**src/rtl/fifo_regbank_pkg.sv**
```systemverilog
// Package: shared address map, widths and the byte-enable merge helper
// for the FIFO bridge register bank. Assumes a 32-bit data bus.
package fifo_regbank_pkg;

    localparam int DATA_W   = 32;
    localparam int ADDR_W   = 3;
    localparam int N_IRQ    = 3;
    localparam int N_CFG    = 4;

    typedef enum logic [ADDR_W-1:0] {
        RA_CTRL   = 3'd0,
        RA_THRESH = 3'd1,
        RA_STATUS = 3'd2,
        RA_TXDATA = 3'd3,
        RA_RXDATA = 3'd4,
        RA_IER    = 3'd5,
        RA_ISR    = 3'd6,
        RA_GIE    = 3'd7
    } reg_addr_e;

    // Interrupt source positions (fixed, software decodes them)
    localparam int IRQ_RX_HIGH = 0;
    localparam int IRQ_TX_LOW  = 1;
    localparam int IRQ_TX_FULL = 2;

    // Merge new data into an old word, one byte per enable bit
    function automatic logic [DATA_W-1:0] be_merge(
        input logic [DATA_W-1:0] old_w,
        input logic [DATA_W-1:0] new_w,
        input logic [DATA_W/8-1:0] be
    );
        logic [DATA_W-1:0] res;
        res = old_w;
        for (int b = 0; b < DATA_W/8; b++) begin
            if (be[b]) res[b*8 +: 8] = new_w[b*8 +: 8];
        end
        return res;
    endfunction

endpackage

```
**src/rtl/regbank_cfg.sv**
```systemverilog
// Module: regbank_cfg
// Holds the software-writable configuration words (control, thresholds,
// interrupt enable, global enable). Each word keeps only its defined bits
// through a per-register mask; writes honour byte enables.
// Assumes the strobe is a single-cycle pulse already decoded as a write.
module regbank_cfg
    import fifo_regbank_pkg::*;
#(
    parameter int TX_THR_W = 11,
    parameter int RX_THR_W = 11
) (
    input  logic                  clk,
    input  logic                  rst_n,
    input  logic                  wr_en,
    input  logic [ADDR_W-1:0]     wr_addr,
    input  logic [DATA_W/8-1:0]   wr_be,
    input  logic [DATA_W-1:0]     wr_data,
    output logic [DATA_W-1:0]     ctrl_word,
    output logic [DATA_W-1:0]     thr_word,
    output logic [DATA_W-1:0]     ier_word,
    output logic [DATA_W-1:0]     gie_word
);

    localparam logic [DATA_W-1:0] TX_THR_MASK = DATA_W'((64'd1 << TX_THR_W) - 64'd1);
    localparam logic [DATA_W-1:0] RX_THR_MASK = DATA_W'(((64'd1 << RX_THR_W) - 64'd1) << 16);

    // Address and writable-bit mask of configuration slot i
    function automatic logic [ADDR_W-1:0] slot_addr(input int i);
        case (i)
            0:       return RA_CTRL;
            1:       return RA_THRESH;
            2:       return RA_IER;
            default: return RA_GIE;
        endcase
    endfunction

    function automatic logic [DATA_W-1:0] slot_mask(input int i);
        case (i)
            0:       return 32'h0000_0033;
            1:       return TX_THR_MASK | RX_THR_MASK;
            2:       return DATA_W'((1 << N_IRQ) - 1);
            default: return 32'h8000_0000;
        endcase
    endfunction

    logic [DATA_W-1:0] slot_q [N_CFG];

    for (genvar i = 0; i < N_CFG; i++) begin : g_slot
        // Update one configuration word on a matching write
        always_ff @(posedge clk) begin
            if (!rst_n) begin
                slot_q[i] <= '0;
            end else if (wr_en && wr_addr == slot_addr(i)) begin
                slot_q[i] <= be_merge(slot_q[i], wr_data, wr_be) & slot_mask(i);
            end
        end
    end

    assign ctrl_word = slot_q[0];
    assign thr_word  = slot_q[1];
    assign ier_word  = slot_q[2];
    assign gie_word  = slot_q[3];

endmodule

```
**src/rtl/regbank_irq.sv**
```systemverilog
// Module: regbank_irq
// Sticky interrupt status with rising-edge capture, write-one-to-clear,
// per-source enable and a global gate. A rise in the same cycle as a clear
// keeps the bit set. Assumes sources are synchronous to clk.
module regbank_irq
    import fifo_regbank_pkg::*;
#(
    parameter int N_SRC = N_IRQ
) (
    input  logic             clk,
    input  logic             rst_n,
    input  logic [N_SRC-1:0] src,
    input  logic             clr_en,
    input  logic [N_SRC-1:0] clr_bits,
    input  logic [N_SRC-1:0] enable,
    input  logic             global_en,
    output logic [N_SRC-1:0] status,
    output logic             irq
);

    logic [N_SRC-1:0] src_q;
    logic [N_SRC-1:0] rise;

    // Remember last source level for edge detection
    always_ff @(posedge clk) begin
        if (!rst_n) src_q <= '0;
        else        src_q <= src;
    end

    assign rise = src & ~src_q;

    for (genvar i = 0; i < N_SRC; i++) begin : g_bit
        // Sticky status bit: set by rise, cleared by write-one, set wins
        always_ff @(posedge clk) begin
            if (!rst_n) begin
                status[i] <= 1'b0;
            end else if (rise[i]) begin
                status[i] <= 1'b1;
            end else if (clr_en && clr_bits[i]) begin
                status[i] <= 1'b0;
            end
        end
    end

    assign irq = global_en && |(status & enable);

endmodule

```
**src/rtl/regbank_rd.sv**
```systemverilog
// Module: regbank_rd
// Registered read-back path: selects one word by address on a read strobe
// and presents it with a one-cycle valid in the next cycle. The receive
// data word is zero when the receive FIFO is empty.
module regbank_rd
    import fifo_regbank_pkg::*;
(
    input  logic              clk,
    input  logic              rst_n,
    input  logic              rd_en,
    input  logic [ADDR_W-1:0] rd_addr,
    input  logic [DATA_W-1:0] ctrl_word,
    input  logic [DATA_W-1:0] thr_word,
    input  logic [DATA_W-1:0] status_word,
    input  logic [DATA_W-1:0] rx_word,
    input  logic              rx_empty,
    input  logic [DATA_W-1:0] ier_word,
    input  logic [DATA_W-1:0] isr_word,
    input  logic [DATA_W-1:0] gie_word,
    output logic [DATA_W-1:0] rdata,
    output logic              rvalid
);

    logic [DATA_W-1:0] sel_word;

    // Choose the word addressed by the current read
    always_comb begin
        case (reg_addr_e'(rd_addr))
            RA_CTRL:   sel_word = ctrl_word;
            RA_THRESH: sel_word = thr_word;
            RA_STATUS: sel_word = status_word;
            RA_RXDATA: sel_word = rx_empty ? '0 : rx_word;
            RA_IER:    sel_word = ier_word;
            RA_ISR:    sel_word = isr_word;
            RA_GIE:    sel_word = gie_word;
            default:   sel_word = '0;
        endcase
    end

    // Register read data and its valid pulse
    always_ff @(posedge clk) begin
        if (!rst_n) begin
            rdata  <= '0;
            rvalid <= 1'b0;
        end else begin
            rvalid <= rd_en;
            if (rd_en) rdata <= sel_word;
        end
    end

endmodule

```
**src/rtl/fifo_regbank.sv**
```systemverilog
// Module: fifo_regbank (top)
// Register bank between a word-addressed processor bus and two external
// FIFOs. Decodes accesses, drives push/pop strobes, compares FIFO counts
// with programmable thresholds and raises a gated interrupt.
// Assumes TX_CNT_W and RX_CNT_W <= 13 and thresholds <= 16 bits.
module fifo_regbank
    import fifo_regbank_pkg::*;
#(
    parameter int TX_THR_W = 11,
    parameter int RX_THR_W = 11,
    parameter int TX_CNT_W = 12,
    parameter int RX_CNT_W = 12
) (
    input  logic                clk,
    input  logic                rst_n,
    input  logic                bus_sel,
    input  logic                bus_wr,
    input  logic [2:0]          bus_addr,
    input  logic [3:0]          bus_be,
    input  logic [31:0]         bus_wdata,
    output logic [31:0]         bus_rdata,
    output logic                bus_rvalid,
    output logic                tx_push,
    output logic [31:0]         tx_wdata,
    input  logic                tx_full,
    input  logic [TX_CNT_W-1:0] tx_count,
    output logic                rx_pop,
    input  logic [31:0]         rx_rdata,
    input  logic                rx_empty,
    input  logic [RX_CNT_W-1:0] rx_count,
    output logic                tx_fifo_rst,
    output logic                rx_fifo_rst,
    output logic [1:0]          ep_sel,
    output logic                irq
);

    localparam int CNT_FIELD_W = 13;

    logic              wr_en, rd_en;
    logic [DATA_W-1:0] ctrl_word, thr_word, ier_word, gie_word;
    logic [DATA_W-1:0] status_word, isr_word;
    logic [TX_THR_W-1:0] tx_thr;
    logic [RX_THR_W-1:0] rx_thr;
    logic              tx_low, rx_high;
    logic [N_IRQ-1:0]  src, isr_q, ier_q;
    logic              gie_q;

    assign wr_en = bus_sel && bus_wr;
    assign rd_en = bus_sel && !bus_wr;

    regbank_cfg #(
        .TX_THR_W (TX_THR_W),
        .RX_THR_W (RX_THR_W)
    ) cfg_i (
        .clk       (clk),
        .rst_n     (rst_n),
        .wr_en     (wr_en),
        .wr_addr   (bus_addr),
        .wr_be     (bus_be),
        .wr_data   (bus_wdata),
        .ctrl_word (ctrl_word),
        .thr_word  (thr_word),
        .ier_word  (ier_word),
        .gie_word  (gie_word)
    );

    assign tx_fifo_rst = ctrl_word[0];
    assign rx_fifo_rst = ctrl_word[1];
    assign ep_sel      = ctrl_word[5:4];
    assign tx_thr      = thr_word[TX_THR_W-1:0];
    assign rx_thr      = thr_word[16 +: RX_THR_W];
    assign ier_q       = ier_word[N_IRQ-1:0];
    assign gie_q       = gie_word[31];

    // Occupancy comparisons against the programmed thresholds
    assign tx_low  = 32'(tx_count) < 32'(tx_thr);
    assign rx_high = 32'(rx_count) > 32'(rx_thr);

    // Single-word data ports into and out of the external FIFOs
    assign tx_push  = wr_en && bus_addr == RA_TXDATA && !tx_full;
    assign tx_wdata = bus_wdata;
    assign rx_pop   = rd_en && bus_addr == RA_RXDATA && !rx_empty;

    always_comb begin
        src = '0;
        src[IRQ_RX_HIGH] = rx_high;
        src[IRQ_TX_LOW]  = tx_low;
        src[IRQ_TX_FULL] = tx_full;
    end

    regbank_irq #(
        .N_SRC (N_IRQ)
    ) irq_i (
        .clk       (clk),
        .rst_n     (rst_n),
        .src       (src),
        .clr_en    (wr_en && bus_addr == RA_ISR),
        .clr_bits  (bus_wdata[N_IRQ-1:0]),
        .enable    (ier_q),
        .global_en (gie_q),
        .status    (isr_q),
        .irq       (irq)
    );

    // Assemble the status word from counts and flags
    always_comb begin
        status_word = '0;
        status_word[CNT_FIELD_W-1:0]  = CNT_FIELD_W'(tx_count);
        status_word[13]               = tx_full;
        status_word[14]               = tx_low;
        status_word[15]               = rx_high;
        status_word[16 +: CNT_FIELD_W] = CNT_FIELD_W'(rx_count);
        status_word[29]               = rx_empty;
    end

    assign isr_word = DATA_W'(isr_q);

    regbank_rd rd_i (
        .clk         (clk),
        .rst_n       (rst_n),
        .rd_en       (rd_en),
        .rd_addr     (bus_addr),
        .ctrl_word   (ctrl_word),
        .thr_word    (thr_word),
        .status_word (status_word),
        .rx_word     (rx_rdata),
        .rx_empty    (rx_empty),
        .ier_word    (ier_word),
        .isr_word    (isr_word),
        .gie_word    (gie_word),
        .rdata       (bus_rdata),
        .rvalid      (bus_rvalid)
    );

endmodule

```
**config.mk**
```make
export PLATFORM = sky130hd
export DESIGN_NAME = fifo_regbank
export DESIGN_NICKNAME = d
export VERILOG_FILES = /design/src/rtl/fifo_regbank_pkg.sv /design/src/rtl/regbank_cfg.sv /design/src/rtl/regbank_irq.sv /design/src/rtl/regbank_rd.sv /design/src/rtl/fifo_regbank.sv
export SDC_FILE = /design/constraint.sdc
export NUM_CORES = 1
export LEC_CHECK = 0
export BUFFER_PORTS_ARGS = -buffer_cell sky130_fd_sc_hd__buf_2
export CAP_MARGIN = 20
export CORE_ASPECT_RATIO = 0.7
export CORE_UTILIZATION = 52
export DETAILED_ROUTE_END_ITERATION = 8
export PLACE_DENSITY_LB_ADDON = 0.05
export SETUP_SLACK_MARGIN = 0.05
export SLEW_MARGIN = 5
export SYNTH_ARGS = -nofsm -noshare
export SYNTH_HDL_FRONTEND = slang
export SYNTH_SLANG_ARGS = --single-unit
```
**constraint.sdc**
```tcl
create_clock -name clk -period 3.5 [get_ports clk]
set_input_delay 0 -clock clk [delete_from_list [all_inputs] [get_ports clk]]
set_output_delay 0 -clock clk [all_outputs]
set_load 0.005 [all_outputs]
```
==> results.md <==
- Status: finished, final reports clean
- Hold WC Path Type: input port to output pin
- RSZ-0062 raised after global routing: false
- CP endpoint kind: register
- DRT Pass-1 Iters: 6
- Overflow after GRT: 0
- H-tree depth: 3
- CP max FO: 3
- DR DRC count: 0
- Number of fill cells: 629
- Initial DRC count: 243
- Post-CTS Resized: 0
- Die height: 76.6 µm
- Setup CP Type: register to register
- Placed cell areas: 4670 µm²
- Synthesized net count: 557
- Mapped cell area: 4140 µm²
- Cells after DPL: 635
- Synth Flop Type: dfxtp_1
- Site row count: 26
- Final Net Count: 690
- Ports: 173
- Pin count of the biggest net entering global routing: 34
- Final period util: between 50% and 60%
- Post-synth EDFFs: 30
- Netlist cell types: 56
- Skew-Pair Late Insertion Delay: between 0.3 and 0.4 ns
- #FFs+latches synth: 69
- Post-place setup slack: 1.55 ns
- Worst slew margin: 28.0%
- Slew of the pin with the lowest slew margin: 1.08 ns
- ANT nets after route: 0
- Register area: between 1500 and 2000 µm²
- Total wire length: around 12000 µm
- Slowest-stage cell, CP: nor4b_1
- Maximum clock frequency: 503 MHz
- Inserted Diodes: 0
- Top post-synthesis cells by area: edfxtp_1 22%, dfxtp_1 19%, ha_1 6.4%, buf_4 6.2%, nand2_1 5.7%
- Core Region: between 7000 and 8000 µm²
- Critical Path RT: roughly 3.7 ns
- DIE AREA: 8320 µm²
- Total Neg Setup Slack: 0 ns
- Arr. time, crit path: approximately 2.2 ns
- Clock transition at path regs: 0.05 ns
- GPL Wtd Cong: ~0.87
- Vias in the first global route: 3538
- Max Cap Violations: 0
- Vias after detailed routing: approximately 3.7k
- Mapped Avg Cell Area: approximately 9.5 µm²
- Reg2Reg Setup Slack: 1.51 ns
- Family with the most delay on the worst path: compound AO/OA/AOI/OAI gates
- Buf+Inv Stages, Crit Path: 1
- Area grow syn2layout: 23.9%
- Pwr per Cell Area: 391 nW/µm²
- Max incr delay on CP: 0.49 ns
- Hpwl dp: approximately 8500 µm
- Cells after synthesis: 435
- Syn. warnings: 0
- Final hold violations: 0
- DR vias/cell: 5.59
- Die extent in x: between 100 and 150 µm
- Max VDD drop: 0.255 mV
- Port Buffers: 154
- Root Driver: clkbuf_16
- CP cell instances: inv_1, ha_1, a21o_1, a211oi_1, nor4b_1, o32ai_1
- GRT Total Usage: 29.4%
- Synth area leader: edfxtp_1
- Post-synth top area share: 21.8%
- TritonCTS clock tree: built
- Clock skew: 0.00387 ns
- Pins Over Slew Limit: 0
- Sequential area share after synthesis: 40.6%
- Leakage: about 2.3 nW
- # clock sinks: 69
- Cell area after layout: 5130 µm²
- Startpoint types: register
- WL per Instance: approximately 18 µm
- Fin cells: 671
- Setup ws final: between 1.5 and 2 ns
- Post-layout min period: 1.99 ns
- CTS Buffer Depth: 2
- Share of layout cells above drive strength 1: 36.3%
- Ys async rst share: 0%
- CTS buffer count: 9
- Initial core utilization: 55.3%
- First-pass GRT wire length: 18300 µm
- Initial antenna violation count: 0
- Final-report setup violation count: 0
- Hold_ws: between 0.0000015 and 0.000002 ns
- Area of the multi-input gates: 1980 µm²
-- sequential cells by signal (all words and copies together) (netlist names) --
register      count
rd_i.rdata       32
cfg_i.slot_q     30
irq_i.src_q       3
irq_i.status      3
rd_i.rvalid       1
-- cells by family (layout without fill, tap and decap cells) --
logic type / after synthesis / after routing / synth area share (%)
flops: 69 / 69 / 40.6
fa+ha+maj: 21 / 21 / 6.35
compound gates: 105 / 105 / 20.6
buf+inv: 79 / 217 / 11.6
simple gates: 154 / 154 / 19.1
mux: 7 / 7 / 1.69
-- timing repair --
item	in CTS	in global routing
endpoints found under the hold margin	22	0
setup buffers	0	0
hold buffers	20	0
-- synthesized netlist by cell type, types with 8 or more instances --
| cell type | n |
|---|---|
| a22oi_2 | 15 |
| nand3_1 | 11 |
| and2_1 | 31 |
| nand2_1 | 63 |
| ha_1 | 21 |
| edfxtp_1 | 30 |
| a22oi_1 | 8 |
| inv_1 | 22 |
| nor2_1 | 15 |
| clkbuf_1 | 9 |
| a21o_1 | 19 |
| a21oi_1 | 13 |
| dfxtp_1 | 39 |
| buf_4 | 34 |
| a21oi_2 | 15 |
-- area by class of cell --
class	count	area share, %
Clock buffer	10	4.47
Inverter	23	1.68
Sequential cell	69	32.8
Multi-Input combinational cell	287	38.6
Tap cell	98	2.39
Timing Repair Buffer	178	19.5
Clock inverter	6	0.586
-- worst paths after layout --
check                       from         endpoint  depth (start not counted)
max          cfg_i.slot_q[1][20]   rd_i.rdata[15]                          6
min                bus_wdata[28]     tx_wdata[28]                          0
max reg2reg  cfg_i.slot_q[1][20]   rd_i.rdata[15]                          6
min reg2reg       irq_i.src_q[0]  irq_i.status[0]                          1
-- per-layer routing --
layer | vias up | wire, µm | global-route usage [%]
met5 | - | 0 | 0
met4 | 0 | 284 | 11.8
met3 | 24 | 1160 | 7.19
met2 | 198 | 5190 | 44.6
met1 | 1752 | 5190 | 40.1
li1 | 1775 | - | -
-- power breakdown --
group	internal (mW)	total [mW]	switching (mW)
logic	0.138	0.300	0.162
clock network	0.470	0.804	0.334
registers	0.876	0.902	0.0255
total	1.48	2.01	0.522
-- cell usage in the layout, fill, tap and decap left out, types with 5 or more instances in the layout --
cell type / netlist / routed
a21oi_2: 15 / 15
a22oi_2: 15 / 15
ha_1: 21 / 21
a21o_1: 19 / 19
edfxtp_1: 30 / 30
and2_1: 31 / 31
a22oi_1: 8 / 8
buf_2: 7 / 154
a21oi_1: 13 / 13
inv_1: 22 / 22
nand2_1: 63 / 63
mux2i_1: 7 / 7
dfxtp_1: 39 / 39
dlygate4sd3_1: 0 / 20
nor2_1: 15 / 15
clkbuf_16: 0 / 9
nor2b_1: 5 / 5
o21ai_0: 5 / 5
nand3_1: 11 / 11
-- through the flow --
stage	power, mW	utilization [%]
after global routing	2.08	68.5
after global placement	1.19	62.4
final	2.01	68.5
after detailed placement	1.20	62.4
after floorplan	1.09	-
after CTS	2.01	68.5
Power figures use the tool's default switching activity.
